File: src/rtl/sport_pkg.sv
// Shared types for the self-clocked serial output port.
package sport_pkg;

    // Frame-position strobes decoded from the frame counter.
    // Each strobe is high during the cycle before the edge it acts on.
    typedef struct packed {
        logic wrap;      // next edge starts a new frame
        logic poll;      // next edge is a chip-select check
        logic rdy_rise;  // next edge is where an idle frame raises the ready flag
    } frame_evt_t;

endpackage

File: src/rtl/sport_frame_timer.sv
// Frame timer: counts master clocks through one frame and decodes the
// boundary, the chip-select check instants and the ready-flag rise point.
// Assumes FIRST_POLL >= 2 and that every check instant lies inside the frame.
// The counter resets to the last count, so the first edge after reset wraps.
module sport_frame_timer
    import sport_pkg::*;
#(
    parameter int FRAME_LEN  = 1024,
    parameter int READY_HIGH = 4,
    parameter int FIRST_POLL = 76,
    parameter int POLL_GAP   = 128,
    parameter int NUM_POLLS  = 8
) (
    input  logic       clk,
    input  logic       rst_n,
    output frame_evt_t evt
);
    localparam int CW = $clog2(FRAME_LEN);
    localparam logic [CW-1:0] LAST_CNT = CW'(FRAME_LEN - 1);
    localparam logic [CW-1:0] RISE_CNT = CW'(FRAME_LEN - READY_HIGH - 1);

    logic [CW-1:0]        fc;
    logic [NUM_POLLS-1:0] hit;

    // Position counter, wrapping once per frame.
    always_ff @(posedge clk) begin
        if (!rst_n)              fc <= LAST_CNT;
        else if (fc == LAST_CNT) fc <= '0;
        else                     fc <= fc + 1'b1;
    end

    // One comparator per check instant. The edge numbered c is reached
    // when the counter holds c-2.
    for (genvar k = 0; k < NUM_POLLS; k++) begin : g_poll
        assign hit[k] = (fc == CW'(FIRST_POLL - 2 + k * POLL_GAP));
    end

    // Strobe decode.
    always_comb begin
        evt.wrap     = (fc == LAST_CNT);
        evt.poll     = |hit;
        evt.rdy_rise = (fc == RISE_CNT);
    end

    a_r3_single_check: assert property (@(posedge clk) disable iff (!rst_n)
        $onehot0(hit));
    a_r3_check_off_boundary: assert property (@(posedge clk) disable iff (!rst_n)
        !(evt.poll && evt.wrap));
    a_r2_rise_then_wrap: assert property (@(posedge clk) disable iff (!rst_n)
        evt.rdy_rise |=> !evt.wrap);

endmodule

File: src/rtl/sport_cs_qual.sv
// Chip-select qualifier: tracks how many consecutive edges have sampled
// cs_n low, and reports whether the current edge would meet the setup rule.
// Assumes cs_n is already synchronous to clk.
module sport_cs_qual #(
    parameter int CS_SETUP = 3
) (
    input  logic clk,
    input  logic rst_n,
    input  logic cs_n,
    output logic cs_ok
);
    localparam int SW = $clog2(CS_SETUP + 1);
    localparam logic [SW-1:0] RUN_MAX = SW'(CS_SETUP);

    logic [SW-1:0] low_run;

    // Saturating count of consecutive low samples, cleared by any high sample.
    always_ff @(posedge clk) begin
        if (!rst_n)                low_run <= '0;
        else if (cs_n)             low_run <= '0;
        else if (low_run != RUN_MAX) low_run <= low_run + 1'b1;
    end

    // Low now and low for the required number of earlier edges.
    assign cs_ok = !cs_n && (low_run == RUN_MAX);

    a_r4_prior_low: assert property (@(posedge clk) disable iff (!rst_n)
        cs_ok |-> !$past(cs_n));

endmodule

File: src/rtl/sport_shifter.sv
// Serial shifter: loads a word on start, makes a serial clock at
// clk/SCLK_DIV (low half first) and shifts MSB first. The next bit appears
// on the edge where the serial clock falls. It stops after the last bit, or
// at the end of any bit during which cs_n was sampled high.
// Assumes SCLK_DIV is even and at least 2.
module sport_shifter #(
    parameter int WORD_W   = 16,
    parameter int SCLK_DIV = 4
) (
    input  logic              clk,
    input  logic              rst_n,
    input  logic              start,
    input  logic              cs_n,
    input  logic [WORD_W-1:0] word,
    output logic              busy,
    output logic              sclk,
    output logic              sdata,
    output logic              done_full
);
    localparam int BW = $clog2(WORD_W);
    localparam int PW = $clog2(SCLK_DIV);
    localparam logic [PW-1:0] PH_LAST = PW'(SCLK_DIV - 1);
    localparam logic [PW-1:0] PH_HIGH = PW'(SCLK_DIV / 2);

    logic [PW-1:0]     ph;
    logic [BW-1:0]     left;
    logic [WORD_W-1:0] shreg;
    logic              quit;
    logic              bit_end;
    logic              stop_now;

    // Bit-end and stop decode.
    always_comb begin
        bit_end   = busy && (ph == PH_LAST);
        done_full = bit_end && (left == '0);
        stop_now  = bit_end && ((left == '0) || quit || cs_n);
    end

    // Transfer sequencing: phase, bit count, shift and early-stop request.
    always_ff @(posedge clk) begin
        if (!rst_n) begin
            busy  <= 1'b0;
            ph    <= '0;
            left  <= '0;
            shreg <= '0;
            quit  <= 1'b0;
        end else if (start) begin
            busy  <= 1'b1;
            ph    <= '0;
            left  <= BW'(WORD_W - 1);
            shreg <= word;
            quit  <= 1'b0;
        end else if (busy) begin
            if (bit_end) begin
                ph <= '0;
                if (stop_now) begin
                    busy <= 1'b0;
                end else begin
                    shreg <= {shreg[WORD_W-2:0], 1'b0};
                    left  <= left - 1'b1;
                end
            end else begin
                ph <= ph + 1'b1;
                if (cs_n) quit <= 1'b1;
            end
        end
    end

    // Serial line values.
    assign sclk  = busy && (ph >= PH_HIGH);
    assign sdata = shreg[WORD_W-1];

    a_r5_data_steady_at_rise: assert property (@(posedge clk) disable iff (!rst_n)
        $rose(sclk) |-> $stable(sdata));
    a_r6_release_after_last: assert property (@(posedge clk) disable iff (!rst_n)
        done_full |=> !busy && !sclk);
    a_r7_quit_ends_bit: assert property (@(posedge clk) disable iff (!rst_n)
        (bit_end && quit) |=> !busy);

endmodule

File: src/rtl/sport_ssc_tx.sv
// Self-clocked serial output port. It captures a word once per frame into a
// holding register, checks chip select at fixed instants and shifts the
// held word out on its own serial clock. The serial lines are released
// (enables low) when idle. A transfer running across a frame boundary
// defers that boundary's capture by one frame.
// Assumes cs_n and din are synchronous to clk.
module sport_ssc_tx
    import sport_pkg::*;
#(
    parameter int WORD_W     = 16,
    parameter int FRAME_LEN  = 1024,
    parameter int READY_HIGH = 4,
    parameter int FIRST_POLL = 76,
    parameter int POLL_GAP   = 128,
    parameter int NUM_POLLS  = 8,
    parameter int CS_SETUP   = 3,
    parameter int SCLK_DIV   = 4
) (
    input  logic              clk,
    input  logic              rst_n,
    input  logic              cs_n,
    input  logic [WORD_W-1:0] din,
    output logic              rdy_n,
    output logic              sclk,
    output logic              sclk_oe,
    output logic              sdata,
    output logic              sdata_oe
);
    frame_evt_t        evt;
    logic              cs_ok;
    logic              busy;
    logic              done_full;
    logic              start;
    logic [WORD_W-1:0] hold;

    sport_frame_timer #(
        .FRAME_LEN (FRAME_LEN),
        .READY_HIGH(READY_HIGH),
        .FIRST_POLL(FIRST_POLL),
        .POLL_GAP  (POLL_GAP),
        .NUM_POLLS (NUM_POLLS)
    ) u_timer (
        .clk  (clk),
        .rst_n(rst_n),
        .evt  (evt)
    );

    sport_cs_qual #(
        .CS_SETUP(CS_SETUP)
    ) u_qual (
        .clk  (clk),
        .rst_n(rst_n),
        .cs_n (cs_n),
        .cs_ok(cs_ok)
    );

    // A check instant with a qualified chip select starts a transfer when idle.
    assign start = evt.poll && cs_ok && !busy;

    sport_shifter #(
        .WORD_W  (WORD_W),
        .SCLK_DIV(SCLK_DIV)
    ) u_shift (
        .clk      (clk),
        .rst_n    (rst_n),
        .start    (start),
        .cs_n     (cs_n),
        .word     (hold),
        .busy     (busy),
        .sclk     (sclk),
        .sdata    (sdata),
        .done_full(done_full)
    );

    // Capture at an idle boundary, and ready-flag control.
    always_ff @(posedge clk) begin
        if (!rst_n) begin
            rdy_n <= 1'b1;
            hold  <= '0;
        end else if (evt.wrap && !busy) begin
            rdy_n <= 1'b0;
            hold  <= din;
        end else if (done_full || (evt.rdy_rise && !busy)) begin
            rdy_n <= 1'b1;
        end
    end

    assign sclk_oe  = busy;
    assign sdata_oe = busy;

    a_r9_hold_frozen: assert property (@(posedge clk) disable iff (!rst_n)
        busy |=> $stable(hold));
    a_r2_fall_on_boundary: assert property (@(posedge clk) disable iff (!rst_n)
        $fell(rdy_n) |-> $past(evt.wrap));
    a_r6_rise_cause: assert property (@(posedge clk) disable iff (!rst_n)
        $rose(rdy_n) |-> $past(done_full || (evt.rdy_rise && !busy)));
    a_r8_no_capture_busy: assert property (@(posedge clk) disable iff (!rst_n)
        (evt.wrap && busy) |=> !$fell(rdy_n));

endmodule

File: config.mk
export PLATFORM = sky130hd
export DESIGN_NAME = sport_ssc_tx
export DESIGN_NICKNAME = d
export VERILOG_FILES = /design/src/rtl/sport_pkg.sv /design/src/rtl/sport_frame_timer.sv /design/src/rtl/sport_cs_qual.sv /design/src/rtl/sport_shifter.sv /design/src/rtl/sport_ssc_tx.sv
export SDC_FILE = /design/constraint.sdc
export NUM_CORES = 1
export LEC_CHECK = 0
export ABC_AREA = 1
export BUFFER_PORTS_ARGS = -buffer_cell sky130_fd_sc_hd__buf_2
export CAP_MARGIN = 5
export CELL_PAD_IN_SITES_DETAIL_PLACEMENT = 1
export CELL_PAD_IN_SITES_GLOBAL_PLACEMENT = 1
export CORE_MARGIN = 2
export CORE_UTILIZATION = 40
export DETAILED_ROUTE_END_ITERATION = 10
export PLACE_DENSITY = 0.79
export SLEW_MARGIN = 20
export SYNTH_ARGS = -nofsm -noshare
export SYNTH_HDL_FRONTEND = slang
export SYNTH_HIERARCHICAL = 1
export SYNTH_SLANG_ARGS = --single-unit
export TNS_END_PERCENT = 20
File: constraint.sdc
create_clock -name clk -period 3.4 [get_ports clk]
set_input_delay 1.02 -clock clk [delete_from_list [all_inputs] [get_ports clk]]
set_output_delay 1.02 -clock clk [all_outputs]
set_load 0.01 [all_outputs]
==> qor.txt <==
Sw Share - 0.363
gr ovfl total - 0
clock-pin slew on the worst setup and hold paths - 0.10 ns
# IOs - 24
hpwl dp - 4400 um
Leak - 1.44 nW
FP Rows - 30
Hold WC Path Type - reg -> reg
# diodes - 0
Slew Limit Fails - 0
initial antenna violation count - 0
Die W - 86.6 um
fin worst setup slack - 0.988 ns
Core ar. - 6680 um^2
DR vias - 2382
internal power - 1.20 mW
Period minus WS final - 2.41 ns
gr usage total - 0.177
Worst Path Arrival - 1.39 ns
CTS Buf Count - 5
first-pass GRT wire length - 10700 um
DRC violations left - 0
top cell type's share of synthesized area - 0.389
synth warn - 6
VDD IR-drop max - 0.457 mV
starting density of the core - 0.409
final setup TNS - 0 ns
Die ar. - 7500 um^2
H-tree Lvls - 2
synthesized netlist cell count - 395
Worst Skew - 0.00901 ns
Period Utilization, post-route - 0.709
Routability Congestion - 0.781
Seq cells post-synth - 53
Seq/Total Area, Yosys - 0.389
Seq pwr share - 0.455
crit start category - flop
Mapped Nets - 420
ys async rst share - 0
Routed WL per cell - 12.7 um
Final setup viols - 0
Hold Fails Final Rpt - 0
Yosys cell types - 31
worst skew pair latency - 0.31 ns
fin util - 0.442
Crit. End Element - output port
height of the die - 86.6 um
Post-synth top cells - 112 x nand2_1, 53 x dfxtp_1, 50 x nand3_1
number of synthesized flops with an enable pin - 0
DP Worst Slack - 0.976 ns
Synth Cell Area - 2730 um^2
port bufs - 23
DRT Pass-1 Iters - 4
Slew @ Worst Pin - 0.597 ns
maximum root-to-sink buffer count - 2
CTS tree - yes
most used flip-flop cell after synthesis - dfxtp_1
most common cell in the netlist - nand2_1
Area contributors post-synth - dfxtp_1 39%, nand2_1 15%, nand3_1 9.2%, nor2_1 6.5%, inv_1 5.8%
vias in the first global route - 2368
Clk pwr share - 0.229
pin count of the biggest net entering global routing - 37
share of cells above drive strength 1 - 0.178
Max Clock Freq - 0.415 GHz
vias per cell - 4.86
Starting DRT DRC Count - 64
final WL - 6230 um
unrepaired setup endpoints after global routing - no
switching power total - 684 uW
Hold Slack - 0.471 ns
Power Dens Cells - 639 nW/um^2
outcome - completed
clk root buf - clkbuf_8
synth-to-layout area growth - 8.20%
nets - 434
remaining antenna violation count after routing - 0
crit path max fanout - 13
post_cts resized - 0
Multi-input gate area - 1360 um^2
Sink Count - 53
slew margin rel. - 0.602
fillers - 916
post-CTS setup buffer count - 0
Combinational Power Share - 0.316
maxcap violations - 0
Avg Cell Area, Syn - 6.91 um^2
Yosys top cell by area - dfxtp_1
Required @ worst endpoint - 2.38 ns
sequential cell area - 1060 um^2
flop2flop setup slack - 1.12 ns
Setup Crit Path Kind - reg -> out
cts hold-fix bufs - 0
==> cell usage in the layout, fill, tap and decap left out, drive strengths merged <==
cell type  netlist  layout
a21oi           23      23
buf             14      26
bufinv           0       1
clkbuf           5       6
clkinv           1       2
dfxtp           53      53
ha               6       6
inv             46      46
nand2          127     127
nand3           52      52
nand3b           1       1
nand4            4       4
nor2            53      53
nor3             2       2
nor4             1       1
o211a            1       1
o21ai            3       3
or2              2       2
xnor2            1       1
==> flip-flops by register name (all words and copies together), names as in the netlist <==
| signal | flops |
|---|---|
| hold | 16 |
| u_timer/fc | 10 |
| u_shift/busy | 1 |
| u_qual/low_run | 2 |
| rdy_n | 1 |
| u_shift/quit | 1 |
| u_shift/left | 4 |
| u_shift/shreg | 16 |
| u_shift/ph | 2 |
==> logic make-up after synthesis <==
group | Yosys count | synth area share
buf+inv | 66 | 0.112
simple gates | 242 | 0.403
compound gates | 27 | 0.0651
fa+ha+maj | 6 | 0.0275
xor+xnor | 1 | 0.00321
flops | 53 | 0.389
==> final timing paths <==
| check | from | end | depth (start not counted) |
|---|---|---|---|
| min | u_qual/low_run[1]$_SDFFE_PP0P_ | u_qual/low_run[1]$_SDFFE_PP0P_ | 2 |
| min reg2reg | u_qual/low_run[1]$_SDFFE_PP0P_ | u_qual/low_run[1]$_SDFFE_PP0P_ | 2 |
| max reg2reg | u_timer/fc[1]$_SDFF_PN1_ | rdy_n$_SDFFE_PN1P_ | 10 |
| max | u_shift/busy$_SDFF_PN0_ | sclk | 3 |
==> through the flow <==
| step | power, mW | instances | cell area, um^2 |
|---|---|---|---|
| 4_1_cts | 1.91 | 490 | 2950 |
| 6_report | 1.89 | 490 | 2950 |
| 3_5_place_dp | 1.47 | 482 | 2840 |
| 5_1_grt | 2.04 | 490 | 2950 |
| 2_1_floorplan | 1.35 | 395 | 2730 |
| 3_3_place_gp | 1.45 | 482 | 2840 |
==> power by group through the flow <==
stage               Combinational, mW  Clock, mW  Sequential (mW)
floorplan                       0.507          0            0.847
global placement                0.578          0            0.869
detailed placement              0.601          0            0.872
CTS                             0.606      0.449            0.858
global route                    0.692      0.471            0.878
finish                          0.597      0.431            0.858
==> worst max-delay path, cell delays in order (launching register included) <==
cell and delay, ns:
dfxtp_1 0.71, inv_1 0.13, nor2_1 0.12, buf_2 0.13
==> cell type report <==
type	instances	share of cell area
inverters	47	0.0614
clock buffers	6	0.0246
flip-flops and latches	53	0.359
repair buffers	26	0.0466
well taps	80	0.0339
clock inverters	2	0.0131
multi-input cells	276	0.461
==> layer usage <==
metal	track usage	share of wire	up-vias
li1	-	-	1248
met1	0.233	0.49	1108
met2	0.302	0.48	21
met3	0.0229	0.017	5
met4	0.0554	0.011	0
met5	0	0	-
Note: power is estimated with default switching activity, not from simulation.
